### src/rtl/bitfield_unit.sv
module bitfield_unit #(
  parameter int DW  = 32,
  parameter int FNW = 6,
  parameter int FLW = 5
) (
  input  logic [FNW-1:0] func_i,
  input  logic [FLW-1:0] pos_i,
  input  logic [FLW-1:0] size_i,
  input  logic [DW-1:0]  rs_i,
  input  logic [DW-1:0]  rt_i,
  output logic [DW-1:0]  result_o,
  output logic           illegal_o
);
  localparam int HALVES = DW / 16;
  localparam logic [FNW-1:0] FN_EXT  = FNW'(0);
  localparam logic [FNW-1:0] FN_INS  = FNW'(4);
  localparam logic [FNW-1:0] FN_BYTE = FNW'(32);
  localparam logic [FLW-1:0] SUB_SWAP = FLW'(2);
  localparam logic [FLW-1:0] SUB_SXB  = FLW'(16);
  localparam logic [FLW-1:0] SUB_SXH  = FLW'(24);

  logic [DW-1:0] fmask, ext_r, ins_r, swap_r, sxb_r, sxh_r;

  always_comb begin
    for (int i = 0; i < DW; i++)
      fmask[i] = (i <= int'(size_i));
  end

  assign ext_r = (rs_i >> pos_i) & fmask;
  assign ins_r = ((rs_i & fmask) << pos_i) | (rt_i & ~(fmask << pos_i));
  assign sxb_r = {{(DW-8){rt_i[7]}}, rt_i[7:0]};
  assign sxh_r = {{(DW-16){rt_i[15]}}, rt_i[15:0]};

  for (genvar h = 0; h < HALVES; h++) begin : g_half
    assign swap_r[h*16 +: 8]   = rt_i[h*16+8 +: 8];
    assign swap_r[h*16+8 +: 8] = rt_i[h*16 +: 8];
  end

  always_comb begin
    result_o  = '0;
    illegal_o = 1'b0;
    unique case (func_i)
      FN_EXT: result_o = ext_r;
      FN_INS: result_o = ins_r;
      FN_BYTE: begin
        unique case (pos_i)
          SUB_SWAP: result_o = swap_r;
          SUB_SXB:  result_o = sxb_r;
          SUB_SXH:  result_o = sxh_r;
          default:  illegal_o = 1'b1;
        endcase
      end
      default: illegal_o = 1'b1;
    endcase
  end
endmodule

### config.mk
export PLATFORM = sky130hd
export DESIGN_NAME = bitfield_unit
export DESIGN_NICKNAME = d
export VERILOG_FILES = /design/src/rtl/bitfield_unit.sv
export SDC_FILE = /design/constraint.sdc
export NUM_CORES = 1
export LEC_CHECK = 0
export ABC_AREA = 1
export CELL_PAD_IN_SITES_DETAIL_PLACEMENT = 0
export CELL_PAD_IN_SITES_GLOBAL_PLACEMENT = 2
export CORE_UTILIZATION = 27
export DETAILED_ROUTE_END_ITERATION = 7
export GPL_ROUTABILITY_DRIVEN = 0
export GPL_TIMING_DRIVEN = 0
export PLACE_DENSITY_LB_ADDON = 0.15
export SYNTH_ARGS = -nofsm -noshare
export SYNTH_HDL_FRONTEND = slang
export SYNTH_SLANG_ARGS = --single-unit
### constraint.sdc
create_clock -name vclk -period 4.9
set_input_delay 0.98 -clock vclk [all_inputs]
set_output_delay 0.98 -clock vclk [all_outputs]
set_load 0.01 [all_outputs]
# ---- Word-level counts from Yosys, hierarchy flattened
# Cells that the tools add are included.
dict set report word_totals {
  register_bits 0
  out_inout_bits 33
  word_cells 51
}
dict set report op_classes {
  magnitude_cmp 31
  n_eq_ne 5
  n_shift 3
  n_mux 4
  n_bitwise 5
  n_reduce_logical 3
}
# cell count
set op_table {}
lappend op_table {{one-hot mux 32 bit (3 select lines)} 2}
lappend op_table {{bitwise AND 32 bit} 3}
lappend op_table {{<= comparator 5 bit, first input constant} 16}
lappend op_table {{left shift 32 x 5 -> 32 bit} 2}
lappend op_table {{<= comparator 4 x 5 -> 1 bit, first input constant} 8}
lappend op_table {{NOT 32 bit} 1}
lappend op_table {{OR 32 bit} 1}
lappend op_table {{>> shifter 32 x 5 -> 32 bit} 1}
lappend op_table {{<= comparator 3 x 5 -> 1 bit, first input constant} 4}
lappend op_table {{equality test 5 bit, second input constant} 2}
lappend op_table {{<= comparator 2 x 5 -> 1 bit, first input constant} 2}
lappend op_table {{equality test 6 x 3 -> 1 bit, second input constant} 1}
lappend op_table {{equality test 6 bit, second input constant} 1}
lappend op_table {{zero test 6 bit} 1}
lappend op_table {{equality test 5 x 2 -> 1 bit, second input constant} 1}
lappend op_table {{<= comparator 1 x 5 -> 1 bit, first input constant} 1}
lappend op_table {{OR reduction 3 bit} 1}
lappend op_table {{one-hot mux 1 bit (2 select lines)} 1}
lappend op_table {{OR reduction 2 bit} 1}
lappend op_table {{2-to-1 mux 1 bit} 1}

# ---- Logic depth before layout (Yosys ltp)
# Gate-level depths: netlist (run 1).
dict set report depth {
  depth_word 6
  mapped_depth 16
  mapped_depth_nobuf 15
}

# ---- Worst setup path after synthesis (run 1)
# OpenSTA, ideal clock, no wires.
dict set report synth_timing {
  path_kind {input -> output}
  startpoint {in size_i[2]}
  endpoint {out result_o[30]}
  arrival_time_ps 2275
  slack_ps 1645
  path_stages 14
  path_cell_list {buf_2 inv_1 buf_2 nand3_1 nand3_1 nand2_1 nand2_1 nand3_1 nand2_1 nand2_1 nand2_1 nand3_1 nand3_1 nand2_1}
}
dict set report synth_between {
  elab_chain_len 6
  word_cells_on_any_way 39
  cone_classes {31 x order compare; 2 x shift; 1 x mux; 5 x bitwise}
}
# item line
set synth_lines {}
lappend synth_lines {{from (decl)} 8} ;# input logic [FLW-1:0] size_i,
lappend synth_lines {{<= comparator 1 x 5 -> 1 bit (tied with other cells)} 26} ;# fmask[i] = (i <= int'(size_i));
lappend synth_lines {{left shift 32 x 5 -> 32 bit} 30} ;# assign ins_r = ((rs_i & fmask) << pos_i) | (rt_i & ~(fmask << pos_i));
lappend synth_lines {{NOT 32 bit} 30}
lappend synth_lines {{bitwise AND 32 bit} 30}
lappend synth_lines {{OR 32 bit} 30}
lappend synth_lines {{one-hot mux 32 bit (3 select lines) *} 42} ;# unique case (func_i)
lappend synth_lines {{to (decl)} 11} ;# output logic [DW-1:0] result_o,
# Every way passes the cells marked *; elsewhere a longest branch is shown, timed or not.

# ---- Worst setup path in the final report (run 1)
dict set report layout_timing {
  startpoint {in size_i[4]}
  endpoint {out result_o[28]}
}
# The elaborated chain is that of the path after synthesis.

==> results of run 1 <==
## routing by layer
layer / GRT usage, % / routed length, um
met1: 52.1 / 18400
met2: 58.2 / 19300
met3: 9.92 / 6980
met4: 27.1 / 4310
met5: 0 / 15
## metrics by stage
| step | setup WS (ns) | utilization [%] | setup TNS, ns |
|---|---|---|---|
| global route | -0.0138 | 35.2 | -0.0219 |
| CTS | 0.00107 | 34.3 | 0 |
| global placement | -0.467 | 34.1 | -9.33 |
| detailed placement | -0.395 | 34.1 | -7.49 |
| floorplan | 1.64 | - | 0 |
| finish | 0.0209 | 35.2 | 0 |
## power by group
| part | internal (mW) | switching [mW] | total, mW |
|---|---|---|---|
| Combinational | 0.240 | 0.612 | 0.852 |
| Clock | 0 | 0 | 0 |
| Sequential | 0 | 0 | 0 |
## logic make-up (layout without fill, tap and decap cells)
group,count (synthesis),after routing,synth area share (%)
simple gates,984,984,68.0
compound gates,204,204,17.9
buf+inv,196,315,12.9
mux,8,8,1.28
## area by class of cell
type	instances	share of cell area, %
multi-input combinational	1196	70.1
timing repair buffer	119	14.7
buffer	88	5.66
inverter	108	5.12
tap	285	4.47
## timing repair
action                                  4_1_cts  5_1_grt
endpoints found under the setup margin       31       32
pin swaps                                     0        6
buffers inserted                              0        9
endpoints found under the hold margin         0        0
gates resized for setup                      25       61
## worst max-delay path by stage
stage / slack (ns) / end / depth (start not counted) / start
6_report: 0.02 / result_o[28] / 14 / size_i[4]
3_5_place_dp: -0.39 / result_o[14] / 15 / size_i[0]
2_1_floorplan: 1.64 / result_o[30] / 14 / size_i[2]
5_1_grt: -0.01 / result_o[20] / 12 / func_i[1]
4_1_cts: 0.001 / result_o[6] / 13 / pos_i[0]
3_3_place_gp: -0.47 / result_o[14] / 15 / size_i[0]
## cell usage after synthesis (all sizes together)
master	number	area, um2
a21oi	60	312
nor3	4	20.0
o211ai	16	120
or2	7	43.8
o21ai	106	531
o22ai	6	37.5
a2bb2oi	1	8.76
inv	106	398
nand3	324	1620
clkbuf	30	113
nand3b	2	15.0
mux2i	8	80.1
nand4	30	188
buf	58	289
a21boi	4	30.0
o21bai	2	15.0
nor4	2	18.8
clkinv	2	7.51
a211oi	1	7.51
nor2	77	329
nand2	538	2030
o32ai	2	17.5
a22oi	4	30.0
a31oi	2	12.5
==> results_dict.tcl, run 1 <==
set metrics [dict create \
    fin_hold_ws_ns 3.07 \
    drt-total-wl_mm 49.0 \
    layout_common_cells "522 x nand2_1, 321 x nand3_1, 107 x clkdlybuf4s50_1" \
    period_needed_ns 4.88 \
    cpPeakStageDelay_ns 0.56 \
    min_path_cells 7 \
    worstPathMaxFanout 6 \
    setup.worst_path.class "input pin to output port" \
    fmax_mhz 205 \
    flops_and_latches 0 \
    grt_max_degree 11 \
    antenna_found_initial 1 \
    ctsHoldBuffers 0 \
    nets 1593 \
    ant_nets 0 \
    total_power_mw 0.852 \
    seq_area_um2 0 \
    vias 11300 \
    place_area_um2 7740 \
    initial_core_util_pct 27.6 \
    setup-violations-final 0 \
    crit_arrival_ns 3.90 \
    wl_per_cell_um 27.3 \
    drv_slew 0 \
    rows 55 \
    required_ns 3.92 \
    core_um2 22700 \
    hold_viol 0 \
    leakagePower_nw 3.97 \
    clkbuf_count 0 \
    status "completed" \
    drv_cap 0 \
    syn_inst 1392 \
    worstSetupEndpointType "output port" \
    ys_seq_area_share_pct 0 \
    slowest_stage "clkdlybuf4s50_1" \
    cp_top_family "simple AND/OR/NAND/NOR gates" \
    dp_hpwl_mm 39.8 \
    die_x_um 154 \
    worstPathCellList "clkdlybuf4s50_1 > inv_2 > nor2_2 > nand2_1 > nand2_1 > nand2_1 > nand2_1 > nand3_1 > nand3_1 > nand2_1 > a21oi_1 > nand2_1 > nand2_1 > clkdlybuf4s50_1" \
    antennaDiodeCount 0 \
    die_area_um2 23900 \
    nFillCells 2733 \
    ys_warn_count 0 \
    dr.pass1.iters 6 \
    dr.first_iter.drc_count 1953 \
    ys_types 36 \
    finalCritPeriodShare_pct 99.6 \
    mappedNetlistNets 1472 \
    peakVddDrop_uv 41.3 \
    via_per_inst 6.28 \
    grt_pass1_wl_mm 69.6 \
    final_common_cell "nand2_1" \
    maxSlewHeadroom_pct 41.4 \
    numPlacedInstances 1787 \
    avgSynthCellArea_um2 4.51 \
    hold_start "pos_i[4]" \
    path_common_cell "nand2_1" \
    pin_count 113 \
    grt_pass1_vias 10500 \
    grt_overflow 0 \
    path_buf_inv 3 \
    min_to "result_o[0]" \
    post-route-drc-count 0 \
    rsz0062_at_grt "yes" \
    die_y_um 154 \
    power_density_nw_per_um2 107 \
    worstMarginPinSlew_ns 0.880 \
    numPortBuffers 110 \
    area_growth_syn_to_layout_pct 27.2 \
    hp-class "input pin to output port" \
    syn-cell-area_um2 6280 \
    worst_setup_path_start_kind "input pin" \
    fin_cells 1796 \
    layout-drive-gt1-share_pct 8.41 \
    fin_area_um2 7990 \
    grt_usage_pct 40.1 \
    multiInputGateArea_um2 5600 \
]
Power figures use the tool's default switching activity.
==> run 2, diff against run 1 <==
--- a/config.mk
+++ b/config.mk
@@ -11,7 +11,7 @@
 export CORE_UTILIZATION = 27
 export DETAILED_ROUTE_END_ITERATION = 7
 export GPL_ROUTABILITY_DRIVEN = 0
-export GPL_TIMING_DRIVEN = 0
+export GPL_TIMING_DRIVEN = 1
 export PLACE_DENSITY_LB_ADDON = 0.15
 export SYNTH_ARGS = -nofsm -noshare
 export SYNTH_HDL_FRONTEND = slang
==> run 2 against run 1 <==
  * Final area decreased by 0.41%
  * Utilization fell by 0.14 points
  * Global-route usage down 5.9 points
  * Sequential share of layout area unchanged
  * Via count is 8.6% lower
  * Non-clock buffer count decreased by 26
==> results_dict.tcl, run 2 (same netlist as run 1, synthesis figures left out) <==
set metrics [dict create \
    min_path_cells 7 \
    initial_core_util_pct 27.6 \
    cpPeakStageDelay_ns 0.56 \
    leakagePower_nw 3.97 \
    fmax_mhz 208 \
    drv_slew 0 \
    layout-drive-gt1-share_pct 7.21 \
    required_ns 3.92 \
    drv_cap 0 \
    flops_and_latches 0 \
    seq_area_um2 0 \
    worstPathCellList "clkdlybuf4s50_1 > nor2_4 > buf_4 > nand2_1 > nand2_1 > nand2_1 > nand2_1 > nand3_1 > nand2_1 > nand2_1 > nand2_1 > nand3_1 > nand3_1 > nand2_1 > clkdlybuf4s50_1" \
    hold_viol 0 \
    status "completed" \
    via_per_inst 5.82 \
    area_growth_syn_to_layout_pct 26.7 \
    netSwitchingFraction_pct 68.3 \
    core_um2 22700 \
    peakVddDrop_uv 55.1 \
    numPortBuffers 113 \
    die_y_um 154 \
    dr.first_iter.drc_count 1418 \
    nets 1567 \
    hold_start "pos_i[1]" \
    fin_util_pct 35.0 \
    antenna_found_initial 1 \
    layout_common_cells "531 x nand2_1, 324 x nand3_1, 107 x clkdlybuf4s50_1" \
    worstMarginPinSlew_ns 0.869 \
    period_needed_ns 4.80 \
    die_x_um 154 \
    pin_count 113 \
    finalCritPeriodShare_pct 98.0 \
    rsz0062_at_grt "no" \
    rows 55 \
    grt_pass1_vias 9390 \
    netSwitchingPower_mw 0.534 \
    dp_hpwl_mm 33.6 \
    clkbuf_count 0 \
    setup-violations-final 0 \
    hp-class "input pin to output port" \
    power_frac_seq_pct 0 \
    crit_arrival_ns 3.82 \
    grt_max_degree 99 \
    path_buf_inv 3 \
    dr.pass1.iters 7 \
    power_density_nw_per_um2 98.4 \
    die_area_um2 23900 \
    min_to "result_o[17]" \
    grt_usage_pct 34.2 \
    maxSlewHeadroom_pct 42.0 \
    grt_pass1_wl_mm 60.9 \
    wl_per_cell_um 23.5 \
    worstPathMaxFanout 7 \
    slowest_stage "clkdlybuf4s50_1" \
    fin_setup_tns_ns 0 \
    ant_nets 0 \
    worst_setup_path_start_kind "input pin" \
    path_common_cell "nand2_1" \
    worstSetupEndpointType "output port" \
    post-route-drc-count 0 \
    drt-total-wl_mm 41.6 \
    power.internal_mw 0.248 \
    vias 10300 \
    setup.worst_path.class "input pin to output port" \
    total_power_mw 0.783 \
    clockPowerShare_pct 0 \
    final_common_cell "nand2_1" \
    nFillCells 2758 \
    cp_top_family "simple AND/OR/NAND/NOR gates" \
    grt_overflow 0 \
    p_comb_share_pct 100.0 \
]
==> run 2: layout make-up <==
| cell class | instances | area, um2 | area share (%) |
|---|---|---|---|
| multi-input cells | 1196 | 5500 | 69.2 |
| repair buffers | 181 | 1680 | 21.2 |
| inverters | 108 | 408 | 5.13 |
| well taps | 285 | 357 | 4.48 |
| diodes | 1 | 2.50 | 0.0315 |
==> run 2: worst max-delay path by stage <==
stage / startpoint / endpoint / depth (start not counted)
final: size_i[3] / result_o[30] / 15
after global routing: size_i[3] / result_o[23] / 15
after CTS: size_i[1] / result_o[24] / 13
after detailed placement: size_i[1] / result_o[24] / 13
after global placement: size_i[1] / result_o[24] / 13
after floorplan: size_i[2] / result_o[30] / 14
==> run 2: power by group through the flow <==
| stage | logic [mW] | clock network [mW] | registers, mW |
|---|---|---|---|
| finish | 0.783 | 0.0000000000401 | 0 |
| global route | 0.836 | 0 | 0 |
| CTS | 0.751 | 0 | 0 |
| detailed placement | 0.748 | 0 | 0 |
| global placement | 0.754 | 0 | 0 |
| floorplan | 0.425 | 0 | 0 |
==> run 2: repair_timing <==
item,in CTS,in global routing
buffers inserted,0,3
resized for setup,0,11
hold buffers,0,0
endpoints found under the setup margin,0,23
==> run 2: stage by stage <==
stage / instance area [um2] / hold slack, ns / worst slack [ns] / cells
floorplan: 6280 / 2.16 / 1.64 / 1392
global route: 7950 / 3.14 / 0.0172 / 1770
CTS: 7900 / 3.07 / 0.0645 / 1767
global placement: 7900 / 3.07 / 0.0828 / 1767
detailed placement: 7900 / 3.07 / 0.0748 / 1767
finish: 7950 / 3.06 / 0.0964 / 1771
==> run 2: metal layers <==
metal | track usage (%) | up-vias | share of wire (%)
met3 | 5.30 | 103 | 11
li1 | - | 4825 | -
met5 | 0 | - | 0
met2 | 52.8 | 641 | 43
met4 | 15.0 | 0 | 5.3
met1 | 46.7 | 4744 | 41
